==> src/rtl/padctl_pkg.sv <==
`timescale 1ns/1ps
package padctl_pkg;

    typedef enum logic [1:0] {
        SEL_PULL  = 2'd0,
        SEL_SLEW  = 2'd1,
        SEL_DRIVE = 2'd2,
        SEL_DBG   = 2'd3
    } pad_sel_e;

    // stored software requests for one pin
    typedef struct packed {
        logic pull_req;
        logic slew_req;
        logic drive_req;
    } pin_cfg_t;

    // live usage of one pin
    typedef struct packed {
        logic driving;
        logic analog;
        logic rise_watch;
    } pin_mode_t;

    // resolved pad controls of one pin
    typedef struct packed {
        logic pull_on;
        logic pull_down;
        logic slew_on;
        logic high_drv;
    } pad_ctl_t;

    localparam pad_ctl_t DEBUG_CTL = '{pull_on: 1'b1, pull_down: 1'b0,
                                       slew_on: 1'b0, high_drv: 1'b0};

    function automatic logic pin_drives(logic dir, logic own, logic oe, logic ana);
        return !ana && (own ? oe : dir);
    endfunction

    function automatic pad_ctl_t resolve_pin(pin_cfg_t c, pin_mode_t m);
        pad_ctl_t r;
        r.pull_on   = c.pull_req && !m.driving && !m.analog;
        r.pull_down = r.pull_on && m.rise_watch;
        r.slew_on   = c.slew_req && m.driving;
        r.high_drv  = c.drive_req && m.driving;
        return r;
    endfunction

endpackage

==> src/rtl/padctl_regs.sv <==
`timescale 1ns/1ps
module padctl_regs
    import padctl_pkg::*;
#(
    parameter int PINS = 8
) (
    input  logic            clk,
    input  logic            rst,
    input  logic            wr_en,
    input  pad_sel_e        sel,
    input  logic [PINS-1:0] wdata,
    output logic [PINS-1:0] pull_q,
    output logic [PINS-1:0] slew_q,
    output logic [PINS-1:0] drive_q,
    output logic            dbg_q
);

    always_ff @(posedge clk) begin
        if (rst) begin
            pull_q  <= '0;
            slew_q  <= '1;
            drive_q <= '0;
            dbg_q   <= 1'b1;
        end else if (wr_en) begin
            unique case (sel)
                SEL_PULL:  pull_q  <= wdata;
                SEL_SLEW:  slew_q  <= wdata;
                SEL_DRIVE: drive_q <= wdata;
                SEL_DBG:   dbg_q   <= wdata[0];
                default: ;
            endcase
        end
    end

    logic seen_q;
    always_ff @(posedge clk) seen_q <= 1'b1;

    a_r1_pull_write: assert property (@(posedge clk) disable iff (rst)
        (wr_en && sel == SEL_PULL) |=> (pull_q == $past(wdata)));
    a_r1_drive_write: assert property (@(posedge clk) disable iff (rst)
        (wr_en && sel == SEL_DRIVE) |=> (drive_q == $past(wdata)));
    a_r2_reset_values: assert property (@(posedge clk)
        (seen_q && $past(rst)) |-> (pull_q == '0 && slew_q == '1 && drive_q == '0 && dbg_q));
    a_r11_idle_hold: assert property (@(posedge clk) disable iff (rst)
        !wr_en |=> ($stable(pull_q) && $stable(slew_q) && $stable(drive_q) && $stable(dbg_q)));

endmodule

==> src/rtl/padctl_mode.sv <==
`timescale 1ns/1ps
module padctl_mode
    import padctl_pkg::*;
#(
    parameter int PINS = 8
) (
    input  logic            [PINS-1:0] gpio_dir,
    input  logic            [PINS-1:0] per_own,
    input  logic            [PINS-1:0] per_oe,
    input  logic            [PINS-1:0] ana_en,
    input  logic            [PINS-1:0] kbi_en,
    input  logic            [PINS-1:0] kbi_rise,
    output pin_mode_t       [PINS-1:0] mode
);

    for (genvar i = 0; i < PINS; i++) begin : g_pin
        always_comb begin
            mode[i].driving    = pin_drives(gpio_dir[i], per_own[i], per_oe[i], ana_en[i]);
            mode[i].analog     = ana_en[i];
            mode[i].rise_watch = kbi_en[i] && kbi_rise[i];
        end
    end

endmodule

==> src/rtl/padctl_resolve.sv <==
`timescale 1ns/1ps
module padctl_resolve
    import padctl_pkg::*;
#(
    parameter int PINS    = 8,
    parameter int DBG_PIN = 4
) (
    input  pin_cfg_t  [PINS-1:0] cfg,
    input  pin_mode_t [PINS-1:0] mode,
    input  logic                 dbg_own,
    output pad_ctl_t  [PINS-1:0] ctl
);

    for (genvar i = 0; i < PINS; i++) begin : g_pin
        if (i == DBG_PIN) begin : g_dbg
            always_comb ctl[i] = dbg_own ? DEBUG_CTL : resolve_pin(cfg[i], mode[i]);
        end else begin : g_plain
            always_comb ctl[i] = resolve_pin(cfg[i], mode[i]);
        end
    end

endmodule

==> src/rtl/padctl_port.sv <==
`timescale 1ns/1ps
module padctl_port
    import padctl_pkg::*;
#(
    parameter int PINS    = 8,
    parameter int DBG_PIN = 4
) (
    input  logic            clk,
    input  logic            rst,
    input  logic            wr_en,
    input  logic [1:0]      addr,
    input  logic [PINS-1:0] wdata,
    output logic [PINS-1:0] rdata,
    input  logic [PINS-1:0] gpio_dir,
    input  logic [PINS-1:0] per_own,
    input  logic [PINS-1:0] per_oe,
    input  logic [PINS-1:0] ana_en,
    input  logic [PINS-1:0] kbi_en,
    input  logic [PINS-1:0] kbi_rise,
    output logic [PINS-1:0] pull_en_o,
    output logic [PINS-1:0] pull_dn_o,
    output logic [PINS-1:0] slew_o,
    output logic [PINS-1:0] hdrv_o,
    output logic            dbg_own_o
);

    pad_sel_e               sel;
    logic      [PINS-1:0]   pull_q, slew_q, drive_q;
    logic                   dbg_q;
    pin_cfg_t  [PINS-1:0]   cfg;
    pin_mode_t [PINS-1:0]   mode;
    pad_ctl_t  [PINS-1:0]   ctl;

    assign sel = pad_sel_e'(addr);

    padctl_regs #(.PINS(PINS)) u_regs (
        .clk(clk), .rst(rst), .wr_en(wr_en), .sel(sel), .wdata(wdata),
        .pull_q(pull_q), .slew_q(slew_q), .drive_q(drive_q), .dbg_q(dbg_q)
    );

    padctl_mode #(.PINS(PINS)) u_mode (
        .gpio_dir(gpio_dir), .per_own(per_own), .per_oe(per_oe),
        .ana_en(ana_en), .kbi_en(kbi_en), .kbi_rise(kbi_rise), .mode(mode)
    );

    padctl_resolve #(.PINS(PINS), .DBG_PIN(DBG_PIN)) u_res (
        .cfg(cfg), .mode(mode), .dbg_own(dbg_q), .ctl(ctl)
    );

    for (genvar i = 0; i < PINS; i++) begin : g_pin
        localparam bit IS_DBG = (i == DBG_PIN);
        always_comb begin
            cfg[i].pull_req  = pull_q[i];
            cfg[i].slew_req  = slew_q[i];
            cfg[i].drive_req = drive_q[i];
        end
        assign pull_en_o[i] = ctl[i].pull_on;
        assign pull_dn_o[i] = ctl[i].pull_down;
        assign slew_o[i]    = ctl[i].slew_on;
        assign hdrv_o[i]    = ctl[i].high_drv;

        a_r3_no_pull_driving: assert property (@(posedge clk) disable iff (rst)
            ((per_own[i] ? per_oe[i] : gpio_dir[i]) && !(IS_DBG && dbg_own_o)) |-> !pull_en_o[i]);
        a_r4_no_pull_analog: assert property (@(posedge clk) disable iff (rst)
            (ana_en[i] && !(IS_DBG && dbg_own_o)) |-> !pull_en_o[i]);
        a_r5_down_needs_rise: assert property (@(posedge clk) disable iff (rst)
            pull_dn_o[i] |-> (pull_en_o[i] && kbi_en[i] && kbi_rise[i]));
        a_r6_slew_needs_output: assert property (@(posedge clk) disable iff (rst)
            slew_o[i] |-> (!ana_en[i] && (per_own[i] ? per_oe[i] : gpio_dir[i]) && slew_q[i]));
        a_r7_drive_needs_output: assert property (@(posedge clk) disable iff (rst)
            hdrv_o[i] |-> (!ana_en[i] && (per_own[i] ? per_oe[i] : gpio_dir[i]) && drive_q[i]));
    end

    assign dbg_own_o = dbg_q;

    always_comb begin
        unique case (sel)
            SEL_PULL:  rdata = pull_q;
            SEL_SLEW:  rdata = slew_q;
            SEL_DRIVE: rdata = drive_q;
            default:   rdata = {{(PINS-1){1'b0}}, dbg_q};
        endcase
    end

    a_r10_debug_pin: assert property (@(posedge clk) disable iff (rst)
        dbg_own_o |-> (pull_en_o[DBG_PIN] && !pull_dn_o[DBG_PIN] && !slew_o[DBG_PIN] && !hdrv_o[DBG_PIN]));

endmodule

==> config.mk <==
export PLATFORM = sky130hd
export DESIGN_NAME = padctl_port
export DESIGN_NICKNAME = d
export VERILOG_FILES = /design/src/rtl/padctl_pkg.sv /design/src/rtl/padctl_regs.sv /design/src/rtl/padctl_mode.sv /design/src/rtl/padctl_resolve.sv /design/src/rtl/padctl_port.sv
export SDC_FILE = /design/constraint.sdc
export NUM_CORES = 1
export LEC_CHECK = 0
export ABC_AREA = 0
export BUFFER_PORTS_ARGS = -buffer_cell sky130_fd_sc_hd__buf_2
export CORE_MARGIN = 2
export CORE_UTILIZATION = 47
export DETAILED_ROUTE_END_ITERATION = 7
export PLACE_DENSITY = 0.95
export SLEW_MARGIN = 20
export SYNTH_ARGS = -nofsm -noshare
export SYNTH_HDL_FRONTEND = slang
export SYNTH_SLANG_ARGS = --single-unit
==> constraint.sdc <==
create_clock -name clk -period 1.2 [get_ports clk]
set_input_delay 0.06 -clock clk [delete_from_list [all_inputs] [get_ports clk]]
set_output_delay 0.06 -clock clk [all_outputs]
set_load 0.005 [all_outputs]
## Word-level counts from Yosys, hierarchy flattened

Cells that the tools add are included.

| word-level totals | value |
|---|---|
| latch bits | 0 |
| output and inout bits | 41 |
| bits in read-only memories | 0 |
| input port bits | 61 |
| memories kept | 0 |
| memory bits (writable) | 0 |
| register bits | 25 |

| operators by class | value |
|---|---|
| magnitude comparators | 0 |
| equality and inequality tests | 3 |
| multiply operators | 0 |
| add/subtract/negate cells | 0 |
| muxes and demuxes | 10 |
| div/mod/pow operators | 0 |
| bitwise logic cells | 0 |
| reductions and logical operators | 77 |
| shifts and indexed selects | 0 |

Operators with widths:

| cell | number |
|---|---|
| 1-bit logical AND | 56 |
| 8-bit one-hot mux with 3 select lines | 1 |
| 1-bit logical NOT | 16 |
| 1-bit two-way mux | 8 |
| 2-bit AND reduction | 4 |
| 2-bit equality test, second input constant | 2 |
| 4-bit two-way mux | 1 |
| 2-bit by 1-bit equality test with 1-bit output, second input constant | 1 |
| 2-bit logical NOT | 1 |

## Depth between registers and ports, before layout

| logic depth | value |
|---|---|
| word-level depth | 7 |
| depth in mapped cells | 4 |

## By module

A second synthesis with hierarchy kept.

| unflattened totals | value |
|---|---|
| cells, all modules | 185 |
| area, all modules | 1710.4 µm² |

Modules (own cells, without submodules):

| module | instances | seq. area each (µm²) | cells each | area an instance (µm²) |
|---|---|---|---|---|
| padctl_regs | 1 | 500.5 | 101 | 1033.5 |
| padctl_resolve | 1 | 0.0 | 33 | 275.3 |
| padctl_mode | 1 | 0.0 | 32 | 220.2 |
| padctl_port | 1 | 0.0 | 19 | 181.4 |

## Least setup slack after synthesis

Ideal clock, no wire load.

| timing path | value |
|---|---|
| path kind | register to output |
| start | register u_regs.dbg_q |
| end | output port rdata[0] |
| data required time | 1.140 ns |
| path slack | 0.299 ns |
| stages on the path, launching flop included | 2 |
| path buffers | 0 |
| data arrival time | 0.841 ns |
| cell sequence | dfxtp_1 mux4_1 |

| on the way | value |
|---|---|
| longest elaborated chain between the ends | 1 |

Ends and longest elaborated chain:

| what | RTL line | RTL |
|---|---|---|
| start: declaration | padctl_regs.sv:15 | `output logic dbg_q` |
| start signal: assignment | padctl_regs.sv:29 | `SEL_DBG: dbg_q <= wdata[0];` |
| 8-bit one-hot mux with 3 select lines | padctl_port.sv:77 | `unique case (sel)` |
| end: declaration | padctl_port.sv:13 | `output logic [PINS-1:0] rdata,` |

No other way between the ends.

## Final worst setup path

Same ends and word-level chain as after synthesis.

==> impl_results.md <==
- Critical-path top delay cell: sky130_fd_sc_hd__mux4_2
- Max_slew headroom: 62.53%
- Setup violation total in the final timing report: 2
- Total power per unit cell area: 774.7 nW/um^2
- Layout Nets: 341
- Detailed-route via count: 1690
- Synth warnings: 0
- Number of cells after detailed placement: 321
- Crit Path Max Fanout: 4
- Post-DR wirelength/cell: 12.69 um
- Worst-Margin Slew: 0.5620 ns
- Failing checks: setup timing
- Asr flop ratio synth: 0%
- Largest family of logic cells by synthesized area: simple AND/OR/NAND/NOR gates
- GP Congestion: 0.7497
- Critical path class: reg2out
- Top cells by count, synth: sky130_fd_sc_hd__mux2i_1 (39), sky130_fd_sc_hd__dfxtp_1 (25), sky130_fd_sc_hd__nand2b_1 (25)
- Post-synthesis cell type count: 23
- Worst setup path startpoint: u_regs.dbg_q
- EDFF count, synth: 0
- Largest net degree at the start of global routing: 42
- Most common flop cell mapped by yosys: sky130_fd_sc_hd__dfxtp_1
- Clock insertion delay at the later pin of the skew report: 0.27 ns
- Clock tree from TritonCTS: yes
- Hold WC Path Type: in2reg
- Most area-hungry cell type in the Yosys netlist: sky130_fd_sc_hd__dfxtp_1
- CP peak stage delay: 0.46 ns
- Worst-case vdd ir drop: 0.0003981 V
- Compound-gate portion of the synthesized area: 4.982%
- I/O Buffers: 101
- Post-layout instance area: 2351 sq um
- Count of H-tree levels built during CTS: 1
- Cell Count, Final, Fillers Out: 327
- Utilization after layout: 65.20%
- Leftover overflow at the end of global routing: 0
- Number of logic stages on the critical path including buffering: 2
- Area growth, synth to finish: 35.67%
- Smallest setup slack after layout: -0.08763 ns
- Sum of buffers and inverters on the critical path: 1
- Average via count per standard cell: 5.168
- Status: finished with violations
- Skew final: 0 ns
- Kind of cell adding the most delay to the critical path: multiplexers
- Net count after synthesis: 238
- Cell at the root of the clock tree: sky130_fd_sc_hd__clkbuf_8
- IO Count: 102
- Critical path endpoint category: output pin
- Chip height: 64.72 um
- Post-CTS Hold Fix Bufs: 0
- Core area: 3606 sq um
- Number of standard cells after synthesis: 177
- Iteration-0 DRC count of the detailed router: 80
- FF-to-FF setup slack: 0.30 ns
- Clock slew at reported path FFs: 0.09 ns
- Global-route usage over all layers: 19.56%
- Final Routed Wirelength: 4.150 mm
- Cell area after synthesis: 1733 sq um
- Cells taking the most area after synthesis: sky130_fd_sc_hd__dfxtp_1 (29%), sky130_fd_sc_hd__mux2i_1 (23%), sky130_fd_sc_hd__nor3b_1 (9.1%), sky130_fd_sc_hd__nand2b_1 (9.0%), sky130_fd_sc_hd__nor4b_2 (6.1%)
- Fraction of final layout cells sized beyond drive strength 1: 48.03%
- Ant diodes: 0
- Flops & latches, synth: 25
- Share of the clock period used by the worst path after layout: 107.3%
- Mean area per synthesized cell: 9.790 sq um
- Initial core utilization: 48.06%
- Wire length of the first global-routing pass: 6.603 mm
- Standard cell area after detailed placement: 2273 sq um
- Min Clock Period, post-route: 1.288 ns
- Setup crit start kind: register
- Required time at the endpoint of the critical path: 1.14 ns
- Post-synthesis share of cell area spent on xor and xnor gates: 0%
- Simple logic cell fraction of the synthesized area: 33.29%
- Reg2reg end: u_regs.dbg_q
- Placement Rows: 22
- Crit Reg-Reg Startpoint: u_regs.dbg_q
- Final hold violations: 0
- R2r worst-path depth: 3
- DPL Wire Length: 3.191 mm
- Maximum clock rate: 776.6 MHz
- Number of buffers on the longest clock path: 2
- Share of the synthesized area in the top cell type: 28.88%
- Maximum capacitance violations: 0
- Post-Route Setup TNS: -0.1289 ns
- Remaining design rule violation count: 0
- Number of cells traversed by the worst hold path: 3
- Number of antenna violations at the first check in global routing: 0
- Max-slew violation count: 0
- Synthesized-area fraction occupied by adder cells: 0%
- Fillcell total: 315
- Arrival time at the worst endpoint: 1.23 ns
- Mux share of post-synthesis cell area: 29.24%
- Top-count cell post-synth: sky130_fd_sc_hd__mux2i_1
- Die outline width: 64.72 um
- Setup repair after global routing missed its margin: yes
- Sequence of cells on the critical path: mux4_2 > buf_2
- ANT nets after route: 0
- Total clock buffers created by CTS: 3
- Number of detailed-route iterations in the first pass: 4
- End point of the critical path: rdata[0]
- Number of sinks driven by the clock tree: 25
- Die outline area: 4189 sq um
- Sequential cell area fraction in the yosys report: 28.88%
- Number of global-route vias before repair: 1506
- Leakage: 1.097 nW
[report_power, final]
| group | switching [mW] | internal (mW) | total, mW |
|---|---|---|---|
| combinational | 0.207 | 0.237 | 0.444 |
| clock | 0.264 | 0.232 | 0.496 |
| sequential | 0.0240 | 0.858 | 0.882 |
| total | 0.495 | 1.33 | 1.82 |
[layout by cell type, fill, tap and decap left out, drive strengths merged, types with 3 or more instances in the layout]
cell type	count
buf	108
clkbuf	3
dfxtp	25
mux2	8
mux2i	39
nand2	8
nand2b	25
nor2	16
nor3b	22
nor4b	9
o2bb2ai	7
[layout make-up]
cell class	instances	area, sq um	area share (%)
clock inverters	1	5.005	0.2129
repair buffers	108	558.0	23.74
flip-flops and latches	25	505.5	21.50
well taps	48	60.06	2.555
clock buffers	3	41.29	1.756
multi-input cells	142	1181	50.24
[stage by stage]
stage	power, mW	hold slack, ns	setup slack [ns]
2_1_floorplan	1.132	0.1442	0.2994
3_3_place_gp	1.323	0.3330	0.1974
3_5_place_dp	1.340	0.3406	0.1507
4_1_cts	1.828	0.05926	-0.09754
5_1_grt	1.930	0.05064	-0.1309
6_report	1.821	0.05795	-0.08763
[cells by family after synthesis]
family | Yosys count
compound gates | 10
buf+inv | 10
flops | 25
mux | 48
simple gates | 84
[how the worst min path moves through the flow]
stage                   start               end  slack [ns]
global route            wr_en      u_regs.dbg_q        0.05
CTS                     wr_en      u_regs.dbg_q        0.06
floorplan           ana_en[0]      pull_dn_o[0]        0.14
detailed placement   wdata[6]  u_regs.slew_q[6]        0.34
global placement     wdata[6]  u_regs.slew_q[6]        0.33
finish               wdata[5]  u_regs.slew_q[5]        0.06
[state kept, by name, summed over array words and instances, names as in the netlist]
register / cells
u_regs.drive_q: 8
u_regs.pull_q: 8
u_regs.dbg_q: 1
u_regs.slew_q: 8
[worst reg2reg max path, stage by stage, from the launching register on]
cell and delay [ns]:
sky130_fd_sc_hd__dfxtp_4 0.36, sky130_fd_sc_hd__buf_4 0.13, sky130_fd_sc_hd__a311oi_1 0.21, sky130_fd_sc_hd__a41oi_1 0.07
[layer usage]
layer  up-vias  global-route usage [%]  routed length, um
met4         0                   5.319                 51
met1       766                   24.84               1720
li1        849                       -                  -
met5         -                       0                  0
met3         6                   2.257                254
met2        69                   34.79               2124
[timing repair]
item | 4_1_cts | 5_1_grt
pin swaps | 2 | 0
buffers inserted | 2 | 0
setup endpoints to repair | 2 | 3
gates resized for setup | 5 | 1
Power figures use the tool's default switching activity.
